## config.mk

```make
export PLATFORM = sky130hd
export DESIGN_NAME = gpio_irq_port
export DESIGN_NICKNAME = d
export VERILOG_FILES = /design/src/rtl/gpio_irq_pkg.sv /design/src/rtl/gpio_irq_regs.sv /design/src/rtl/gpio_irq_pin.sv /design/src/rtl/gpio_irq_merge.sv /design/src/rtl/gpio_irq_port.sv
export SDC_FILE = /design/constraint.sdc
export NUM_CORES = 1
export LEC_CHECK = 0
export BUFFER_PORTS_ARGS = -buffer_cell sky130_fd_sc_hd__buf_2
export CAP_MARGIN = 20
export CORE_MARGIN = 2
export CORE_UTILIZATION = 45
export CTS_BUF_LIST = sky130_fd_sc_hd__clkbuf_8
export CTS_CLUSTER_DIAMETER = 80
export DETAILED_ROUTE_END_ITERATION = 8
export PLACE_DENSITY = 0.66
export SLEW_MARGIN = 40
export SYNTH_ARGS = -nofsm -noshare
export SYNTH_HDL_FRONTEND = slang
export SYNTH_SLANG_ARGS = --single-unit
```

## constraint.sdc

```tcl
create_clock -name clk -period 2.96 [get_ports clk]
set_clock_uncertainty 0.2 [all_clocks]
set_input_delay 0.592 -clock clk [delete_from_list [all_inputs] [get_ports clk]]
set_output_delay 0.592 -clock clk [all_outputs]
set_load 0.1 [all_outputs]
```

## src/rtl/gpio_irq_pkg.sv

```systemverilog
package gpio_irq_pkg;

    // Register offsets (byte addresses on the word bus)
    localparam logic [7:0] OFS_STATUS  = 8'h40;
    localparam logic [7:0] OFS_ENABLE  = 8'h50;
    localparam logic [7:0] OFS_TYPE    = 8'h60;
    localparam logic [7:0] OFS_CLEAR   = 8'h70;
    localparam logic [7:0] OFS_EN_MASK = 8'hD0;

    // Spacing between the polarity, edge and both-edge bytes of the type word
    localparam int FIELD_STRIDE = 8;

    // Per-pin history of the last sampled level
    typedef enum logic [1:0] {
        HS_UNARMED   = 2'd0,
        HS_SEEN_LOW  = 2'd1,
        HS_SEEN_HIGH = 2'd2
    } hist_state_e;

    // Which register the bus address selects
    typedef enum logic [2:0] {
        SEL_NONE   = 3'd0,
        SEL_STATUS = 3'd1,
        SEL_ENABLE = 3'd2,
        SEL_TYPE   = 3'd3,
        SEL_CLEAR  = 3'd4,
        SEL_ENMASK = 3'd5
    } reg_sel_e;

    // Trigger configuration for one pin
    typedef struct packed {
        logic both_m;
        logic edge_m;
        logic pol;
    } trig_cfg_t;

endpackage

```

## src/rtl/gpio_irq_regs.sv

```systemverilog
module gpio_irq_regs
    import gpio_irq_pkg::*;
#(
    parameter int NPINS  = 8,
    parameter int ADDR_W = 8,
    parameter int DATA_W = 32
) (
    input  logic              clk,
    input  logic              rst_n,
    input  logic              bus_wr,
    input  logic [ADDR_W-1:0] bus_addr,
    input  logic [DATA_W-1:0] bus_wdata,
    input  logic [NPINS-1:0]  sts,
    output logic [DATA_W-1:0] bus_rdata,
    output logic [NPINS-1:0]  en_q,
    output logic [NPINS-1:0]  pol_q,
    output logic [NPINS-1:0]  edge_q,
    output logic [NPINS-1:0]  both_q,
    output logic [NPINS-1:0]  type_chg,
    output logic [NPINS-1:0]  clr_pulse
);

    localparam int TYPE_W = 3 * FIELD_STRIDE;

    reg_sel_e sel;

    // Address decode
    always_comb begin
        unique case (bus_addr)
            ADDR_W'(OFS_STATUS):  sel = SEL_STATUS;
            ADDR_W'(OFS_ENABLE):  sel = SEL_ENABLE;
            ADDR_W'(OFS_TYPE):    sel = SEL_TYPE;
            ADDR_W'(OFS_CLEAR):   sel = SEL_CLEAR;
            ADDR_W'(OFS_EN_MASK): sel = SEL_ENMASK;
            default:              sel = SEL_NONE;
        endcase
    end

    logic wr_en_full, wr_en_mask, wr_type, wr_clr;
    assign wr_en_full = bus_wr && (sel == SEL_ENABLE);
    assign wr_en_mask = bus_wr && (sel == SEL_ENMASK);
    assign wr_type    = bus_wr && (sel == SEL_TYPE);
    assign wr_clr     = bus_wr && (sel == SEL_CLEAR);

    logic [NPINS-1:0] new_pol, new_edge, new_both, msk_bits, msk_vals;
    assign new_pol  = bus_wdata[0 +: NPINS];
    assign new_edge = bus_wdata[FIELD_STRIDE +: NPINS];
    assign new_both = bus_wdata[2*FIELD_STRIDE +: NPINS];
    assign msk_vals = bus_wdata[0 +: NPINS];
    assign msk_bits = bus_wdata[FIELD_STRIDE +: NPINS];

    // Per-pin field comparison for the type-change pulse
    genvar gi;
    generate
        for (gi = 0; gi < NPINS; gi++) begin : g_chg
            trig_cfg_t old_cfg, new_cfg;
            assign old_cfg = '{both_m: both_q[gi], edge_m: edge_q[gi], pol: pol_q[gi]};
            assign new_cfg = '{both_m: new_both[gi], edge_m: new_edge[gi], pol: new_pol[gi]};
            assign type_chg[gi] = wr_type && (old_cfg != new_cfg);
        end
    endgenerate

    assign clr_pulse = wr_clr ? bus_wdata[0 +: NPINS] : '0;

    // Enable register: full write or masked alias
    always_ff @(posedge clk) begin
        if (!rst_n) begin
            en_q <= '0;
        end else if (wr_en_full) begin
            en_q <= bus_wdata[0 +: NPINS];
        end else if (wr_en_mask) begin
            en_q <= (en_q & ~msk_bits) | (msk_vals & msk_bits);
        end
    end

    // Type register held as three per-pin vectors
    always_ff @(posedge clk) begin
        if (!rst_n) begin
            pol_q  <= '0;
            edge_q <= '0;
            both_q <= '0;
        end else if (wr_type) begin
            pol_q  <= new_pol;
            edge_q <= new_edge;
            both_q <= new_both;
        end
    end

    // Read mux
    logic [FIELD_STRIDE-1:0] pol_pad, edge_pad, both_pad;
    assign pol_pad  = FIELD_STRIDE'(pol_q);
    assign edge_pad = FIELD_STRIDE'(edge_q);
    assign both_pad = FIELD_STRIDE'(both_q);

    always_comb begin
        unique case (sel)
            SEL_STATUS: bus_rdata = DATA_W'(sts);
            SEL_ENABLE: bus_rdata = DATA_W'(en_q);
            SEL_TYPE:   bus_rdata = DATA_W'({both_pad, edge_pad, pol_pad});
            default:    bus_rdata = '0;
        endcase
    end

    // Data bits no register uses
    logic wdata_unused;
    assign wdata_unused = ^bus_wdata[DATA_W-1:TYPE_W];

endmodule

```

## src/rtl/gpio_irq_pin.sv

```systemverilog
module gpio_irq_pin
    import gpio_irq_pkg::*;
(
    input  logic clk,
    input  logic rst_n,
    input  logic pin,
    input  logic pol,
    input  logic edge_m,
    input  logic both_m,
    input  logic clr,
    input  logic chg,
    output logic sts
);

    hist_state_e state_q, state_d;
    logic rise, fall, hit, lvl_cond;

    // Next-state logic
    always_comb begin
        if (chg) begin
            state_d = HS_UNARMED;
        end else if (pin) begin
            state_d = HS_SEEN_HIGH;
        end else begin
            state_d = HS_SEEN_LOW;
        end
    end

    // State register
    always_ff @(posedge clk) begin
        if (!rst_n) begin
            state_q <= HS_UNARMED;
        end else begin
            state_q <= state_d;
        end
    end

    // Edge detection from the current state
    always_comb begin
        rise = 1'b0;
        fall = 1'b0;
        unique case (state_q)
            HS_UNARMED:   begin rise = 1'b0; fall = 1'b0; end
            HS_SEEN_LOW:  rise = pin;
            HS_SEEN_HIGH: fall = !pin;
            default:      begin rise = 1'b0; fall = 1'b0; end
        endcase
    end

    assign hit      = both_m ? (rise | fall) : (pol ? rise : fall);
    assign lvl_cond = pol ? pin : !pin;

    // Status output process
    always_ff @(posedge clk) begin
        if (!rst_n) begin
            sts <= 1'b0;
        end else if (chg) begin
            sts <= 1'b0;
        end else if (!edge_m) begin
            sts <= lvl_cond;
        end else begin
            sts <= (sts & !clr) | hit;
        end
    end

endmodule

```

## src/rtl/gpio_irq_merge.sv

```systemverilog
module gpio_irq_merge #(
    parameter int NPINS = 8
) (
    input  logic [NPINS-1:0] sts,
    input  logic [NPINS-1:0] en,
    output logic             irq
);

    assign irq = |(sts & en);

endmodule

```

## src/rtl/gpio_irq_port.sv

```systemverilog
module gpio_irq_port
    import gpio_irq_pkg::*;
#(
    parameter int NPINS  = 8,
    parameter int ADDR_W = 8,
    parameter int DATA_W = 32
) (
    input  logic              clk,
    input  logic              rst_n,
    input  logic [NPINS-1:0]  pin_in,
    input  logic              bus_wr,
    input  logic [ADDR_W-1:0] bus_addr,
    input  logic [DATA_W-1:0] bus_wdata,
    output logic [DATA_W-1:0] bus_rdata,
    output logic              irq_out
);

    logic [NPINS-1:0] sts_q, en_q, pol_q, edge_q, both_q, type_chg, clr_pulse;

    gpio_irq_regs #(
        .NPINS (NPINS),
        .ADDR_W(ADDR_W),
        .DATA_W(DATA_W)
    ) u_regs (
        .clk      (clk),
        .rst_n    (rst_n),
        .bus_wr   (bus_wr),
        .bus_addr (bus_addr),
        .bus_wdata(bus_wdata),
        .sts      (sts_q),
        .bus_rdata(bus_rdata),
        .en_q     (en_q),
        .pol_q    (pol_q),
        .edge_q   (edge_q),
        .both_q   (both_q),
        .type_chg (type_chg),
        .clr_pulse(clr_pulse)
    );

    genvar gp;
    generate
        for (gp = 0; gp < NPINS; gp++) begin : g_pin
            gpio_irq_pin u_pin (
                .clk   (clk),
                .rst_n (rst_n),
                .pin   (pin_in[gp]),
                .pol   (pol_q[gp]),
                .edge_m(edge_q[gp]),
                .both_m(both_q[gp]),
                .clr   (clr_pulse[gp]),
                .chg   (type_chg[gp]),
                .sts   (sts_q[gp])
            );
        end
    endgenerate

    gpio_irq_merge #(.NPINS(NPINS)) u_merge (
        .sts(sts_q),
        .en (en_q),
        .irq(irq_out)
    );

endmodule

```

==> results.md <==
- Hold path cells: 2
- Post-synth EDFFs: 0
- # diodes: 0
- Top post-synthesis cells by count: dfxtp_1, nand2_1, nor2_1, nor2b_1, xor2_1
- Yosys reg bits: 56
- Status: finished, violations left
- Clock period minus worst slack: 3.03 ns
- DP Cell Count: 511
- CTS clk-pin slew, worst paths: 0.10 ns
- Area contributors post-synth: dfxtp_1, nand2_1, xor2_1, mux2i_1, a21boi_0
- Vias in the first global route: 2601
- Vias/cell: 5.26
- Layout fillers: 568
- Syn Inst Count: 370
- Nets: 491
- # IOs: 84
- Area of the multi-input gates: 0.00202 mm²
- RSZ-0062 raised after global routing: yes
- CTS Buf Count: 5
- # DRC: 0
- GR Util All Layers: 21.2%
- Number of DRC markers in iteration 0: 102
- Site Rows: 30
- Core region area: 0.00672 mm²
- Async SR Flop Fraction: 0%
- Pin count of the biggest net entering global routing: 33
- Initial Utilization: 46.2%
- Post-synth cell types: 33
- R2R Setup Slk: 1.48 ns
- Reg2reg path depth: 4
- Crit path max fanout: 8
- Final Util: 63.4%
- Post-Syn Area: 0.00310 mm²
- Die height: 87.1 µm
- Post-synth top flop: dfxtp_1
- DRT antenna net count: 0
- Static Leakage: 1.65 nW
- Synth top area share: 36.1%
- Grt total ovfl: 0
- Wirelength per Cell: 14.9 µm
- Final WS setup: -0.0653 ns
- Area leader, netlist: dfxtp_1
- Critical path endpoint category: output port
- Worst Setup Start Kind: input pin
- Vias: 2741
- Share of cells above drive strength 1: 28.3%
- Layout area overhead: 37.3%
- Fmax: 331 MHz
- CP startpoint: bus_addr[0]
- Die width: 87.1 µm
- Post-Syn Area per Cell: 8.39 µm²
- Antenna violations before repair: 0
- Skew-Pair Late Insertion Delay: 0.31 ns
- Critical Path Sink: bus_rdata[2]
- 1st-pass router iterations: 4
- Crit path kind: in -> out
- CTS tree: yes
- Pwr per Cell Area: 349 mW/mm²
- Register area: 0.00112 mm²
- PortBufs: 67
- Final HPWL from detailed placement: 5.44 mm
- Tot Pwr: 1.49 mW
- Final Non-Filler Cells: 521
- RR Endpoint: g_pin[7].u_pin.sts
- Number of clock sinks: 56
- First-pass GRT wire length: 12.6 mm
- Root buf cell: clkbuf_8
- Fin crit share: 102%
- Worst EP required: 2.17 ns
- Number of max-cap violations: 0
- Peak supply drop: 186 µV
- WL final: 7.75 mm
- Seq/Total Area, Yosys: 36.1%
- FF-to-FF Start: u_regs.pol_q[7]
- Final setup vio count: 13
- Hold Path Class: in -> reg
- Die area: 0.00758 mm²
- Max Transition Viols Final: 0
- Max Buffers Root-to-Sink: 2
- Final hold vios: 0
- H-tree depth: 2
- Critical path arrival: 2.23 ns
- Synth warnings: 0
- Failing checks: setup timing
- GP Congestion: 0.800
[final cells by class]
| type | instances | area share, % |
|---|---|---|
| clock inverter | 3 | 0.998 |
| tap | 80 | 2.35 |
| sequential | 56 | 26.3 |
| timing repair buffer | 81 | 19.9 |
| multi-input combinational | 279 | 47.3 |
| clock buffer | 5 | 1.61 |
| inverter | 17 | 1.50 |
[worst max-delay path, stage by stage]
cell and delay [ns]:
buf_6 0.09, or4b_4 0.54, or4_4 0.60, o2bb2ai_4 0.21
buf_12 0.19
[cell usage in the layout (no fill, tap or decap), types with 2 or more instances in the layout]
cell,count
a311oi_1,8
buf_12,26
clkbuf_8,5
a21boi_1,3
dfxtp_1,56
nor3_1,16
o21ai_2,6
inv_1,17
a22oi_1,4
nand2_1,56
xnor2_1,8
o2111ai_1,8
xor2_1,24
or4_1,2
buf_4,10
nor2_1,24
conb_1,8
nor2b_1,24
mux2i_1,16
a21boi_0,21
o2bb2ai_4,8
buf_2,41
o41a_1,8
and2_4,16
buf_6,3
o21ai_0,10
[where the power goes]
group / switching, mW / internal [mW]
combinational: 0.131 / 0.0705
sequential: 0.00932 / 0.771
clock: 0.256 / 0.251
[metrics by stage]
stage               setup slack [ns]  hold WS [ns]  instance area (µm²)  TNS, ns
floorplan                    -0.0714         0.284                 3370    -1.39
global placement             -0.0871         0.307                 4110    -1.71
detailed placement            -0.104         0.319                 4110    -2.00
CTS                          -0.0897         0.286                 4310    -1.80
global route                 -0.0929         0.301                 4260    -1.15
finish                       -0.0653         0.291                 4260   -0.411
[worst min path at each step]
stage,startpoint,endpoint,slack [ns]
2_1_floorplan,g_pin[2].u_pin.sts,g_pin[2].u_pin.sts,0.28
3_3_place_gp,u_regs.edge_q[4],u_regs.edge_q[4],0.31
3_5_place_dp,u_regs.edge_q[4],u_regs.edge_q[4],0.32
4_1_cts,pin_in[5],g_pin[5].u_pin.state_q[0],0.29
5_1_grt,pin_in[5],g_pin[5].u_pin.state_q[0],0.30
6_report,pin_in[5],g_pin[5].u_pin.state_q[0],0.29
[cell families (layout without fill, tap and decap cells)]
kind of cell	count (synthesis)	count (layout)	share of synthesized area (%)
xor gates and xnor gates	32	32	9.03
muxes	16	16	5.16
buffers and inverters	42	106	6.57
AOI/OAI and AO/OA	76	76	19.8
DFF	56	56	36.1
and+or+nand+nor	147	147	23.3
other	1	8	0.121
[metal layers]
layer | wire length [µm] | GRT usage, %
met1 | 3670 | 29.1
met2 | 3690 | 34.8
met3 | 301 | 3.41
met4 | 85 | 5.40
met5 | 0 | 0
[repair_timing]
item | 4_1_cts | 5_1_grt
setup endpoints to repair | 24 | 24
buffers inserted | 4 | 0
pin swaps | 2 | 1
hold buffers | 0 | 0
cloned | 1 | 0
resized for setup | 8 | 2
Note: power is estimated with default switching activity, not from simulation.
